==> config.mk <==
export PLATFORM = sky130hd
export DESIGN_NAME = i2c_reg_target
export DESIGN_NICKNAME = d
export VERILOG_FILES = /design/src/rtl/i2c_tgt_pkg.sv /design/src/rtl/i2c_line_sync.sv /design/src/rtl/i2c_tgt_fsm.sv /design/src/rtl/i2c_ptr_hold.sv /design/src/rtl/i2c_reg_target.sv
export SDC_FILE = /design/constraint.sdc
export NUM_CORES = 1
export LEC_CHECK = 0
export BUFFER_PORTS_ARGS = -buffer_cell sky130_fd_sc_hd__buf_2
export CORE_UTILIZATION = 25
export CTS_CLUSTER_DIAMETER = 30
export DETAILED_ROUTE_END_ITERATION = 8
export HOLD_SLACK_MARGIN = 0.06
export PLACE_DENSITY = 0.47
export SLEW_MARGIN = 20
export SYNTH_ARGS = -nofsm -noshare
export SYNTH_HDL_FRONTEND = slang
export SYNTH_HIERARCHICAL = 1
export SYNTH_SLANG_ARGS = --single-unit
==> constraint.sdc <==
create_clock -name clk_i -period 2.7 [get_ports clk_i]
set_clock_uncertainty 0.05 [all_clocks]
set_input_delay 0 -clock clk_i [delete_from_list [all_inputs] [get_ports clk_i]]
set_output_delay 0 -clock clk_i [all_outputs]
set_load 0.02 [all_outputs]
==> src/rtl/i2c_tgt_pkg.sv <==
package i2c_tgt_pkg;
  localparam int unsigned BYTE_W    = 8;
  localparam int unsigned BIT_CNT_W = $clog2(BYTE_W + 1);

  typedef logic [BYTE_W-1:0] byte_t;

  typedef enum logic [2:0] {
    ST_IDLE,
    ST_ADDR,
    ST_ADDR_ACK,
    ST_RX,
    ST_RX_ACK,
    ST_TX_LOAD,
    ST_TX,
    ST_TX_ACK
  } tgt_state_e;
endpackage

==> src/rtl/i2c_line_sync.sv <==
module i2c_line_sync #(
  parameter int unsigned STAGES = 2
) (
  input  logic clk_i,
  input  logic rst_ni,
  input  logic scl_i,
  input  logic sda_i,
  output logic sda_o,
  output logic scl_rise_o,
  output logic scl_fall_o,
  output logic start_o,
  output logic stop_o
);
  logic [STAGES-1:0] scl_pipe, sda_pipe;
  logic scl_s, sda_s, scl_d, sda_d;

  // idle bus is high: reset the chain to 1
  always_ff @(posedge clk_i or negedge rst_ni) begin
    if (!rst_ni) begin
      scl_pipe <= '1;
      sda_pipe <= '1;
      scl_d    <= 1'b1;
      sda_d    <= 1'b1;
    end else begin
      scl_pipe <= {scl_pipe[STAGES-2:0], scl_i};
      sda_pipe <= {sda_pipe[STAGES-2:0], sda_i};
      scl_d    <= scl_s;
      sda_d    <= sda_s;
    end
  end

  assign scl_s      = scl_pipe[STAGES-1];
  assign sda_s      = sda_pipe[STAGES-1];
  assign sda_o      = sda_s;
  assign scl_rise_o = scl_s & ~scl_d;
  assign scl_fall_o = ~scl_s & scl_d;
  assign start_o    = scl_s & scl_d & sda_d & ~sda_s;
  assign stop_o     = scl_s & scl_d & ~sda_d & sda_s;
endmodule

==> src/rtl/i2c_tgt_fsm.sv <==
module i2c_tgt_fsm
  import i2c_tgt_pkg::*;
#(
  parameter logic [6:0] TGT_ADDR = 7'h34
) (
  input  logic  clk_i,
  input  logic  rst_ni,
  input  logic  sda_i,
  input  logic  scl_rise_i,
  input  logic  scl_fall_i,
  input  logic  start_i,
  input  logic  stop_i,
  input  byte_t rdata_i,
  output logic  sda_oe_o,
  output logic  wr_o,
  output logic  rd_o,
  output logic  ptr_ld_o,
  output byte_t data_o,
  output logic  sel_set_o,
  output logic  sel_clr_o
);
  localparam logic [BIT_CNT_W-1:0] FULL = BIT_CNT_W'(BYTE_W);

  tgt_state_e           state_q;
  logic [BIT_CNT_W-1:0] cnt_q;
  byte_t                sh_q;
  logic                 rw_q, first_q, nack_q;

  always_ff @(posedge clk_i or negedge rst_ni) begin
    if (!rst_ni) begin
      state_q   <= ST_IDLE;
      cnt_q     <= '0;
      sh_q      <= '0;
      rw_q      <= 1'b0;
      first_q   <= 1'b0;
      nack_q    <= 1'b0;
      sda_oe_o  <= 1'b0;
      wr_o      <= 1'b0;
      rd_o      <= 1'b0;
      ptr_ld_o  <= 1'b0;
      data_o    <= '0;
      sel_set_o <= 1'b0;
      sel_clr_o <= 1'b0;
    end else begin
      wr_o      <= 1'b0;
      rd_o      <= 1'b0;
      ptr_ld_o  <= 1'b0;
      sel_set_o <= 1'b0;
      sel_clr_o <= 1'b0;
      if (stop_i) begin
        state_q   <= ST_IDLE;
        sda_oe_o  <= 1'b0;
        sel_clr_o <= 1'b1;
      end else if (start_i) begin
        state_q  <= ST_ADDR;
        cnt_q    <= '0;
        sda_oe_o <= 1'b0;
      end else begin
        unique case (state_q)
          ST_ADDR: begin
            if (scl_rise_i) begin
              sh_q  <= {sh_q[BYTE_W-2:0], sda_i};
              cnt_q <= cnt_q + 1'b1;
            end else if (scl_fall_i && cnt_q == FULL) begin
              if (sh_q[BYTE_W-1:1] == TGT_ADDR) begin
                sda_oe_o  <= 1'b1;
                rw_q      <= sh_q[0];
                sel_set_o <= 1'b1;
                state_q   <= ST_ADDR_ACK;
              end else begin
                sel_clr_o <= 1'b1;
                state_q   <= ST_IDLE;
              end
            end
          end
          ST_ADDR_ACK: begin
            if (scl_fall_i) begin
              cnt_q    <= '0;
              sda_oe_o <= 1'b0;
              if (rw_q) begin
                rd_o    <= 1'b1;
                state_q <= ST_TX_LOAD;
              end else begin
                first_q <= 1'b1;
                state_q <= ST_RX;
              end
            end
          end
          ST_RX: begin
            if (scl_rise_i) begin
              sh_q  <= {sh_q[BYTE_W-2:0], sda_i};
              cnt_q <= cnt_q + 1'b1;
            end else if (scl_fall_i && cnt_q == FULL) begin
              sda_oe_o <= 1'b1;
              data_o   <= sh_q;
              state_q  <= ST_RX_ACK;
              if (first_q) begin
                ptr_ld_o <= 1'b1;
                first_q  <= 1'b0;
              end else begin
                wr_o <= 1'b1;
              end
            end
          end
          ST_RX_ACK: begin
            if (scl_fall_i) begin
              sda_oe_o <= 1'b0;
              cnt_q    <= '0;
              state_q  <= ST_RX;
            end
          end
          ST_TX_LOAD: begin
            // rd strobe is high this cycle, rdata_i is valid
            sh_q     <= rdata_i;
            sda_oe_o <= ~rdata_i[BYTE_W-1];
            cnt_q    <= BIT_CNT_W'(1);
            state_q  <= ST_TX;
          end
          ST_TX: begin
            if (scl_fall_i) begin
              if (cnt_q == FULL) begin
                sda_oe_o <= 1'b0;
                state_q  <= ST_TX_ACK;
              end else begin
                sda_oe_o <= ~sh_q[BYTE_W-2];
                sh_q     <= {sh_q[BYTE_W-2:0], 1'b0};
                cnt_q    <= cnt_q + 1'b1;
              end
            end
          end
          ST_TX_ACK: begin
            if (scl_rise_i) begin
              nack_q <= sda_i;
            end else if (scl_fall_i) begin
              if (nack_q) begin
                state_q <= ST_IDLE;
              end else begin
                rd_o    <= 1'b1;
                state_q <= ST_TX_LOAD;
              end
            end
          end
          default: state_q <= ST_IDLE;
        endcase
      end
    end
  end
endmodule

==> src/rtl/i2c_ptr_hold.sv <==
module i2c_ptr_hold
  import i2c_tgt_pkg::*;
#(
  parameter byte_t EVT_LO = 8'h20,
  parameter byte_t EVT_HI = 8'h21
) (
  input  logic  clk_i,
  input  logic  rst_ni,
  input  logic  ptr_ld_i,
  input  logic  step_i,
  input  byte_t data_i,
  input  logic  sel_set_i,
  input  logic  sel_clr_i,
  output byte_t ptr_o,
  output logic  hold_o
);
  byte_t ptr_q;
  logic  active_q;
  logic  in_win;

  assign in_win = (ptr_q >= EVT_LO) && (ptr_q <= EVT_HI);

  always_ff @(posedge clk_i or negedge rst_ni) begin
    if (!rst_ni) begin
      ptr_q    <= '0;
      active_q <= 1'b0;
      hold_o   <= 1'b0;
    end else begin
      if (ptr_ld_i)    ptr_q <= data_i;
      else if (step_i) ptr_q <= ptr_q + 1'b1;
      if (sel_clr_i)      active_q <= 1'b0;
      else if (sel_set_i) active_q <= 1'b1;
      hold_o <= active_q && in_win && !sel_clr_i;
    end
  end

  assign ptr_o = ptr_q;
endmodule

==> src/rtl/i2c_reg_target.sv <==
module i2c_reg_target
  import i2c_tgt_pkg::*;
#(
  parameter logic [6:0]  TGT_ADDR    = 7'h34,
  parameter byte_t       EVT_LO      = 8'h20,
  parameter byte_t       EVT_HI      = 8'h21,
  parameter int unsigned SYNC_STAGES = 2
) (
  input  logic       clk_i,
  input  logic       rst_ni,
  input  logic       scl_i,
  input  logic       sda_i,
  output logic       sda_oe_o,
  output logic       reg_wr_o,
  output logic       reg_rd_o,
  output logic [7:0] reg_addr_o,
  output logic [7:0] reg_wdata_o,
  input  logic [7:0] reg_rdata_i,
  output logic       hold_o
);
  logic  sda_s, scl_rise, scl_fall, start_det, stop_det;
  logic  ptr_ld, sel_set, sel_clr;
  byte_t data;

  i2c_line_sync #(.STAGES(SYNC_STAGES)) i_sync (
    .clk_i      (clk_i),
    .rst_ni     (rst_ni),
    .scl_i      (scl_i),
    .sda_i      (sda_i),
    .sda_o      (sda_s),
    .scl_rise_o (scl_rise),
    .scl_fall_o (scl_fall),
    .start_o    (start_det),
    .stop_o     (stop_det)
  );

  i2c_tgt_fsm #(.TGT_ADDR(TGT_ADDR)) i_fsm (
    .clk_i      (clk_i),
    .rst_ni     (rst_ni),
    .sda_i      (sda_s),
    .scl_rise_i (scl_rise),
    .scl_fall_i (scl_fall),
    .start_i    (start_det),
    .stop_i     (stop_det),
    .rdata_i    (reg_rdata_i),
    .sda_oe_o   (sda_oe_o),
    .wr_o       (reg_wr_o),
    .rd_o       (reg_rd_o),
    .ptr_ld_o   (ptr_ld),
    .data_o     (data),
    .sel_set_o  (sel_set),
    .sel_clr_o  (sel_clr)
  );

  i2c_ptr_hold #(.EVT_LO(EVT_LO), .EVT_HI(EVT_HI)) i_ptr (
    .clk_i     (clk_i),
    .rst_ni    (rst_ni),
    .ptr_ld_i  (ptr_ld),
    .step_i    (reg_wr_o | reg_rd_o),
    .data_i    (data),
    .sel_set_i (sel_set),
    .sel_clr_i (sel_clr),
    .ptr_o     (reg_addr_o),
    .hold_o    (hold_o)
  );

  assign reg_wdata_o = data;
endmodule

Word level (Yosys, flattened, before mapping) --
Index checks and enable logic that the tools add are counted.
Word-level totals: input bits 12, bits in registers 48, output and inout port bits 20, logic and storage cells 172
Operators by class: magnitude comparators 2, reduce and logical (&&, ||, !) cells 21, add/subtract/negate cells 2, bitwise logic cells 17, equal/unequal tests 32, muxes and demuxes 78
Operator list (count):
- $mux W1 | 47
- $mux W3 | 14
- $mux W8 | 5
- $ne A4 B1 Y1 const B | 9
- $pmux W8 S3 | 1
- $pmux W3 S7 | 1
- $mux W4 | 5
- $reduce_and A6 Y1 | 3
- $pmux W4 S4 | 1
- $eq A3 B3 Y1 const B | 4
- $ne A4 B4 Y1 const B | 3
- $reduce_and A10 Y1 | 1
- $ne A3 B1 Y1 const B | 3
- $not A1 Y1 | 9
- $add A8 B1 Y8 const B | 1
- $ge A8 B6 Y1 const B | 1
- $le A8 B6 Y1 const B | 1
- $ne A2 B1 Y1 const B | 4
- $reduce_and A8 Y1 | 1
- $and A1 B1 Y1 | 7
- $eq A7 B6 Y1 const B | 1
- $reduce_and A7 Y1 | 1
- $reduce_bool A7 Y1 | 1
- $eq A3 B2 Y1 const B | 2
- other kinds (17) | 26

Logic depth before layout (Yosys ltp) --
Gate-level depths: netlist of the first run.
depth after elaboration 8, depth in mapped cells 7, depth with buffers taken out 6

Cells and area by module --
Netlist of the first run, hierarchy kept.
By module, submodules not included:
- i2c_tgt_fsm | sequential area each 800.8 um^2, area an instance 1988.2 um^2, cells each 186, instances 1
- i2c_ptr_hold | sequential area each 250.2 um^2, area an instance 561.8 um^2, cells each 61, instances 1
- i2c_line_sync | sequential area each 157.7 um^2, area an instance 190.2 um^2, cells each 10, instances 1
- i2c_reg_target | sequential area each 0.0 um^2, area an instance 6.3 um^2, cells each 1, instances 1

Least setup slack after synthesis of the first run --
OpenSTA, ideal clock, no wires.
path kind reg2reg, start point register i_sync.scl_pipe[1], end point register i_fsm.state_q[1], data arrival time 1.889 ns, path slack 0.639 ns, buffers on the path 2, clock period less this slack 2.061 ns, data required time 2.528 ns, cell stages (with the launch flop) 8, setup time 0.122 ns, cell sequence dfstp_2 -> and4b_1 -> buf_2 -> or2_0 -> buf_2 -> nor3_1 -> or4b_4 -> a32o_1
Between the ends: longest elaborated chain between the ends 5, elaborated cells on any way between the ends 22, classes of those cells 10 x eq/ne; 2 x mux; 8 x bitwise; 2 x reduce/logical
RTL lines:
- start: declaration | line i2c_line_sync.sv:14 | logic [STAGES-1:0] scl_pipe, sda_pipe;
- start signal: assignment | line i2c_line_sync.sv:25 | scl_pipe <= {scl_pipe[STAGES-2:0], scl_i};
- $and A1 B1 Y1 (*) (3 in a row) | line i2c_line_sync.sv:37 | assign start_o = scl_s & scl_d & sda_d & ~sda_s;
- named net start_det | line i2c_reg_target.sv:21 | logic sda_s, scl_rise, scl_fall, start_det, stop_det;
- $ne A4 B4 Y1 (no line) (tied with other cells)
- $reduce_and A10 Y1 (no line) or $mux W3 (tied branches)
- end signal: assignment | line i2c_tgt_fsm.sv:31 | state_q <= ST_IDLE;
- end signal: assignment | line i2c_tgt_fsm.sv:51 | state_q <= ST_IDLE;
- end signal: assignment | line i2c_tgt_fsm.sv:55 | state_q <= ST_ADDR;
- end: declaration | line i2c_tgt_fsm.sv:24 | tgt_state_e state_q;
Mark *: on every way through the listed nets, which the timed path passes. The rest lies on a longest branch. A chain may end at the register's enable or synchronous reset.

Final worst setup path of the first run --
start point register i_sync.sda_pipe[1], end point register i_fsm.state_q[1]
Between the ends: elaborated cells on any way between the ends 16, classes of those cells 10 x eq/ne; 2 x mux; 3 x bitwise; 1 x reduce/logical
RTL lines:
- start: declaration | line i2c_line_sync.sv:14
- start signal: assignment | line i2c_line_sync.sv:26 | sda_pipe <= {sda_pipe[STAGES-2:0], sda_i};
- $and A1 B1 Y1 (*) | line i2c_line_sync.sv:38 | assign stop_o = scl_s & scl_d & ~sda_d & sda_s;
- named net stop_det | line i2c_reg_target.sv:21
- $ne A4 B4 Y1 (no line) or $ne A4 B1 Y1 (tied branches)
- $reduce_and A10 Y1 (no line)
Marked as above.

==> results.sh, run 1 <==
export IMPL_viasPerCell=4.99
export IMPL_io_buffers=31
export IMPL_period_needed_ns=2.43
export IMPL_wl_per_cell_um=15.0
export IMPL_rsz0062_at_grt="no"
export IMPL_p_leak_nw=1.47
export IMPL_io_pins=32
export IMPL_cts_buffers_inserted=5
export IMPL_fillers=1099
export IMPL_dieArea_um2=11400
export IMPL_ys_warn_count=6
export IMPL_yosys_top_cells_area="dfrtp_1 38%, mux2_2 7.0%, dfstp_2 5.7%"
export IMPL_path_buf_inv=0
export IMPL_path_clk_slew_ns=0.09
export IMPL_cp_cell_sequence="and4b_1 > or2_0 > nor3_1 > or4b_4 > a32o_1"
export IMPL_drt_iter0_markers=144
export IMPL_syn_avg_cell_area_um2=10.6
export IMPL_slowest_delay_ns=0.57
export IMPL_reg2reg_slack_ns=0.27
export IMPL_die_h_um=107
export IMPL_setup_viol=0
export IMPL_cp_required_ns=2.86
export IMPL_dr_pass1_iters=4
export IMPL_cts_setup_buffers=0
export IMPL_finalHoldViolations=0
export IMPL_gr_usage_all_layers=0.121
export IMPL_regArea_um2=1210
export IMPL_instances_no_fill=434
export IMPL_synthFlopType="dfrtp_1"
export IMPL_grt_max_degree=44
export IMPL_worstHoldEndpoint="i_fsm/sh_q[0]"
export IMPL_status="completed"
export IMPL_multi_input_area_um2=1410
export IMPL_start_util=0.261
export IMPL_synth_nets=275
export IMPL_wl_um=6510
export IMPL_grt_pass1_vias=2128
export IMPL_cts_num_sinks=48
export IMPL_layout_drive_gt1_share=0.279
export IMPL_ys_types=68
export IMPL_fin_crit_sh=0.901
export IMPL_overflow=0
export IMPL_synth_enable_flop_cells=0
export IMPL_core_um2=10500
export IMPL_criticalPathCategory="reg -> reg"
export IMPL_cts_tree="yes"
export IMPL_crit_path_max_fanout=10
export IMPL_clock_latency_ns=0.31
export IMPL_place_gp_congestion=0.882
export IMPL_htree_num_levels=2
export IMPL_synth_top_area_share=0.383
export IMPL_whs_ns=0.126
export IMPL_hold_depth=3
export IMPL_min_delay_start="reg_rdata_i[0]"
export IMPL_critPathLaunchType="flop"
export IMPL_layout_commonest_cell="dfrtp_1"
export IMPL_antenna_left=0
export IMPL_synthToLayoutAreaGrowth_pct=17.4
export IMPL_hold_class="in -> reg"
export IMPL_n_antenna_cell=0
export IMPL_most_common_layout_cells="42 x dfrtp_1, 30 x buf_2, 17 x mux2_2"
export IMPL_yosysSeqAreaShare=0.440
export IMPL_timing_fmax_mhz=411
export IMPL_maxCapViolCount=0
export IMPL_async_flop_share=1.00
export IMPL_powerDensity_nw_per_um2=565
export IMPL_ys_ff_latch=48
export IMPL_cp_arrival_ns=2.59
export IMPL_relSlewSlack=0.614
export IMPL_grt_pass1_wl_um=10800
export IMPL_end_kind="flop"
export IMPL_r2r_end="i_fsm/state_q[1]"
export IMPL_crit_family="simple AND/OR/NAND/NOR gates"
export IMPL_rr_startpoint="i_sync/sda_pipe[1]"
export IMPL_vias=2166
export IMPL_yosys_area_top_type="dfrtp_1"
export IMPL_synthCells=258
export IMPL_drv_slew=0
export IMPL_crit_slowest_cell="dfstp_2"
export IMPL_final_setup_tns_ns=0
export IMPL_rows=37
export IMPL_ctsResizeCount=0
export IMPL_r2r_cells=5
export IMPL_ir_worst_vdd_v=0.000209
export IMPL_worstMarginPinSlew_ns=0.579
export IMPL_die_x_um=107
export IMPL_syn_area_um2=2750
export IMPL_placed_cells=417
export IMPL_antenna_found_initial=0
export IMPL_totalPowerFinal_mw=1.82
export IMPL_cts_buffer_depth=2
export IMPL_fin_nets=315
export IMPL_final_core_util=0.307
export IMPL_clockRootBuffer="clkbuf_8"
export IMPL_place_hpwl_um=4690
export IMPL_drcViolationCount=0
[tightest hold or removal path, delay by kind of cell]
kind | cells | cell delay, ns
buffers and inverters | 1 | 0.09
AOI/OAI and AO/OA | 1 | 0.21
muxes | 1 | 0.15
[synth_stat cells (3+ instances only)]
library cell	number
o21ai_1	3
mux2i_1	3
nand4_1	3
a211o_1	3
nand2_1	16
nor2_1	11
nand3_1	12
ha_1	5
xor2_1	4
nand2b_1	5
nand3b_1	5
or4_1	3
o31ai_1	3
dfstp_2	6
inv_1	9
nor2b_1	8
a32o_1	4
mux2_4	8
a21oi_1	7
nor4_1	3
mux2_2	17
nor3_1	6
buf_2	6
o21ai_0	9
dfrtp_1	42
buf_4	6
[final cells by class]
type,instances,share of cell area
sequential,48,0.375
inverter,10,0.0116
timing repair buffer,48,0.0962
tap,136,0.0528
multi-input combinational,185,0.436
clock inverter,1,0.00272
clock buffer,6,0.0256
[cell families after synthesis]
family / synth area share
multiplexers: 0.124
flip-flops: 0.440
adder cells (fa/ha/maj): 0.0264
AO/OA/AOI/OAI: 0.132
AND/OR/NAND/NOR: 0.213
buffers and inverters: 0.0478
XOR/XNOR: 0.0159
[worst max path at each step]
stage / startpoint / endpoint / slack (ns) / cells past startpoint
global placement: i_sync/sda_pipe[1] / i_fsm/state_q[1] / 0.36 / 5
floorplan: i_sync/scl_pipe[1] / i_fsm/state_q[1] / 0.64 / 7
detailed placement: i_sync/sda_pipe[1] / i_fsm/state_q[1] / 0.31 / 5
CTS: i_sync/sda_pipe[1] / i_fsm/state_q[1] / 0.30 / 5
finish: i_sync/sda_pipe[1] / i_fsm/state_q[1] / 0.27 / 5
global route: i_sync/sda_pipe[1] / i_fsm/state_q[1] / 0.17 / 5
[sequential cells by signal, indices dropped and copies added, names as in the netlist]
register         flops
i_fsm/rd_o           1
i_sync/sda_d         1
i_fsm/state_q        3
i_fsm/sh_q           8
i_fsm/wr_o           1
i_sync/sda_pipe      2
i_fsm/cnt_q          4
i_fsm/sda_oe_o       1
i_fsm/rw_q           1
i_fsm/sel_clr_o      1
i_sync/scl_pipe      2
i_ptr/ptr_o          8
i_fsm/first_q        1
i_fsm/ptr_ld_o       1
i_ptr/hold_o         1
i_ptr/active_q       1
i_sync/scl_d         1
i_fsm/nack_q         1
i_fsm/sel_set_o      1
i_fsm/data_o         8
[per-layer routing]
metal	global-route usage	share of wire
met3	0.0286	0.049
met2	0.201	0.48
met4	0.0323	0.0052
met5	0	0
met1	0.157	0.47
[power by group]
group / switching (mW) / internal (mW) / leakage [nW]
sequential: 0.110 / 0.813 / 0.630
clock: 0.246 / 0.205 / 0.0473
combinational: 0.191 / 0.258 / 0.792
total: 0.547 / 1.28 / 1.47
[timing repair]
| item | in CTS | in global routing |
|---|---|---|
| hold buffers | 10 | 0 |
| endpoints found under the hold margin | 51 | 0 |
| endpoints found under the setup margin | 0 | 0 |
[stage by stage]
| step | worst slack (ns) | cell area, um^2 |
|---|---|---|
| 2_1_floorplan | 0.639 | 2750 |
| 3_3_place_gp | 0.362 | 3030 |
| 3_5_place_dp | 0.313 | 3030 |
| 4_1_cts | 0.304 | 3220 |
| 5_1_grt | 0.174 | 3220 |
| 6_report | 0.267 | 3220 |
Power figures use the tool's default switching activity.
==> run 2: changes to the inputs <==
--- a/config.mk
+++ b/config.mk
@@ -5,12 +5,12 @@
 export SDC_FILE = /design/constraint.sdc
 export NUM_CORES = 1
 export LEC_CHECK = 0
+export ABC_AREA = 1
 export BUFFER_PORTS_ARGS = -buffer_cell sky130_fd_sc_hd__buf_2
 export CORE_UTILIZATION = 25
 export CTS_CLUSTER_DIAMETER = 30
 export DETAILED_ROUTE_END_ITERATION = 8
 export HOLD_SLACK_MARGIN = 0.06
-export PLACE_DENSITY = 0.47
 export SLEW_MARGIN = 20
 export SYNTH_ARGS = -nofsm -noshare
 export SYNTH_HDL_FRONTEND = slang
==> run 2 against run 1 <==
  * Core utilization grew 0.61 points
  * Maximum frequency increased by 19%
  * Cell area shrank 3.8%
  * Power shrank 4.3%
  * Hold slack better by 0.075 ns
  * Setup slack better by 0.39 ns
  * Register-to-register slack better by 0.39 ns
  * Critical path type unchanged
  * Critical endpoint is now i_fsm/state_q[0]
  * Highest routed layer unchanged
==> results.sh, run 2 <==
export IMPL_vias=2301
export IMPL_cts_buffer_depth=2
export IMPL_p_leak_nw=1.53
export IMPL_grt_pass1_vias=2218
export IMPL_critPathLaunchType="flop"
export IMPL_most_common_layout_cells="91 x nand2_1, 42 x inv_1, 42 x dfrtp_1"
export IMPL_end_kind="flop"
export IMPL_viasPerCell=4.47
export IMPL_cts_buffers_inserted=5
export IMPL_netlist_top_cells_count="91 x nand2_1, 42 x dfrtp_1, 42 x inv_1"
export IMPL_syn_avg_cell_area_um2=7.72
export IMPL_place_hpwl_um=4620
export IMPL_ys_warn_count=6
export IMPL_ir_worst_vdd_v=0.000234
export IMPL_layout_commonest_cell="nand2_1"
export IMPL_place_area_um2=2890
export IMPL_final_setup_tns_ns=0
export IMPL_n_antenna_cell=0
export IMPL_relSlewSlack=0.575
export IMPL_criticalPathCategory="reg -> reg"
export IMPL_cts_num_sinks=48
export IMPL_yosysSeqAreaShare=0.466
export IMPL_timing_fmax_mhz=490
export IMPL_design_area_um2=3100
export IMPL_async_flop_share=1.00
export IMPL_crit_family="simple AND/OR/NAND/NOR gates"
export IMPL_worstMarginPinSlew_ns=0.637
export IMPL_powerDensity_nw_per_um2=563
export IMPL_synth_enable_flop_cells=0
export IMPL_drt_iter0_markers=136
export IMPL_fin_nets=398
export IMPL_rr_startpoint="i_sync/scl_pipe[1]"
export IMPL_drv_slew=0
export IMPL_yosysMostFrequentCell="nand2_1"
export IMPL_finalHoldViolations=0
export IMPL_drcViolationCount=0
export IMPL_layout_drive_gt1_share=0.165
export IMPL_period_needed_ns=2.04
export IMPL_wl_um=6170
export IMPL_clock_latency_ns=0.30
export IMPL_yosys_area_top_type="dfrtp_1"
export IMPL_cp_required_ns=2.89
export IMPL_place_gp_congestion=0.879
export IMPL_instances_no_fill=515
export IMPL_cp_arrival_ns=2.23
export IMPL_die_h_um=104
export IMPL_cp_cell_sequence="nand2_1 > nor2_1 > nor2_8 > inv_1 > nor3_1 > nor2_1 > nand2_1 > nor2_1 > nand2_1 > nand2_1"
export IMPL_synth_top_area_share=0.405
export IMPL_io_buffers=31
export IMPL_rows=36
export IMPL_die_x_um=104
export IMPL_synthFlopType="dfrtp_1"
export IMPL_maxCapViolCount=0
export IMPL_start_util=0.262
export IMPL_placed_cells=496
export IMPL_ys_ff_latch=48
export IMPL_whs_ns=0.201
export IMPL_path_clk_slew_ns=0.09
export IMPL_grt_pass1_wl_um=10800
export IMPL_path_buf_inv=1
export IMPL_status="completed"
export IMPL_slowest_delay_ns=0.56
export IMPL_ys_types=34
export IMPL_grt_max_degree=27
export IMPL_crit_slowest_cell="dfstp_2"
export IMPL_cts_tree="yes"
export IMPL_io_pins=32
export IMPL_gr_usage_all_layers=0.124
export IMPL_htree_num_levels=2
export IMPL_clockRootBuffer="clkbuf_8"
export IMPL_core_um2=9910
export IMPL_setup_viol=0
export IMPL_overflow=0
export IMPL_syn_area_um2=2590
export IMPL_yosys_top_cells_area="dfrtp_1 41%, nand2_1 13%, dfstp_2 6.1%"
export IMPL_rsz0062_at_grt="no"
export IMPL_antenna_found_initial=0
export IMPL_synth_nets=353
export IMPL_critPathMostFrequentCell="nand2_1"
export IMPL_antenna_left=0
export IMPL_wl_per_cell_um=12.0
export IMPL_fin_crit_sh=0.756
export IMPL_reg2reg_slack_ns=0.66
export IMPL_hold_class="in -> async"
export IMPL_dr_pass1_iters=6
export IMPL_synthCells=336
export IMPL_r2r_cells=10
export IMPL_crit_path_max_fanout=8
export IMPL_dieArea_um2=10800
export IMPL_r2r_end="i_fsm/state_q[0]"
export IMPL_synthToLayoutAreaGrowth_pct=19.5
## run 2: cell types whose count changed after synthesis, sizes merged, moves of 5 or more
cell    previous run  this run
buf               13         5
nand2b             5         0
nor2              11        39
nand3             12        29
mux2              25         0
inv               10        45
nor2b              8         0
nand2             17        94
o21ai             12        37
nand3b             5         0
## run 2: worst max path at each step
stage	cells past startpoint	to	slack, ns	from
after floorplan	12	i_fsm/state_q[0]	0.87	i_sync/sda_pipe[1]
after global placement	12	i_fsm/state_q[0]	0.77	i_sync/sda_pipe[1]
after detailed placement	12	i_fsm/state_q[0]	0.71	i_sync/sda_pipe[1]
after CTS	10	i_fsm/state_q[0]	0.68	i_sync/scl_pipe[1]
after global routing	10	i_fsm/state_q[1]	0.48	i_sync/scl_pipe[1]
final	10	i_fsm/state_q[0]	0.66	i_sync/scl_pipe[1]
## run 2: cell type report
cell class              instances  area [um^2]
fillers                      1069         6810
flip-flops and latches         48         1210
multi-input cells             236         1170
repair buffers                 44          280
inverters                      46          173
well taps                     133          166
clock buffers                   6         82.6
clock inverters                 2         15.0
## run 2: worst reg2reg max path, cell delays in order (launching register included)
cell and delay [ns]:
dfstp_2 0.56, nand2_1 0.07, nor2_1 0.39, nor2_8 0.08
inv_1 0.19, nor3_1 0.10, nor2_1 0.10, nand2_1 0.10
nor2_1 0.19, nand2_1 0.09, nand2_1 0.08
## run 2: cells by family after synthesis
kind of cell               after synthesis  share of synthesized area
xor gates and xnor gates                 5                     0.0169
adders and majority gates                5                     0.0241
DFF                                     48                      0.466
and+or+nand+nor                        170                      0.292
buffers and inverters                   52                     0.0810
AOI/OAI and AO/OA                       56                      0.120
## run 2: per-layer routing
metal / track usage / routed length (um) / up-vias
met5: 0 / 0 / -
met4: 0.0398 / 51 / 0
met3: 0.0232 / 294 / 4
met2: 0.204 / 2890 / 53
met1: 0.163 / 2940 / 1086
li1: - / - / 1158
## run 2: through the flow
| stage | power [mW] | setup slack, ns | utilization |
|---|---|---|---|
| 2_1_floorplan | 1.18 | 0.871 | - |
| 3_5_place_dp | 1.30 | 0.705 | 0.292 |
| 6_report | 1.74 | 0.659 | 0.313 |
| 3_3_place_gp | 1.28 | 0.774 | 0.292 |
| 4_1_cts | 1.77 | 0.679 | 0.313 |
| 5_1_grt | 1.87 | 0.479 | 0.313 |
## run 2: power breakdown
| group | total, mW | switching, mW | internal (mW) |
|---|---|---|---|
| combinational | 0.427 | 0.274 | 0.153 |
| clock | 0.452 | 0.244 | 0.208 |
| sequential | 0.865 | 0.0606 | 0.805 |
| total | 1.74 | 0.579 | 1.17 |
## run 2: timing repair
action | CTS | global route
setup endpoints to repair | 0 | 0
hold buffers | 11 | 0
hold endpoints to repair | 29 | 0
setup buffers | 0 | 0
resized for setup | 0 | 0
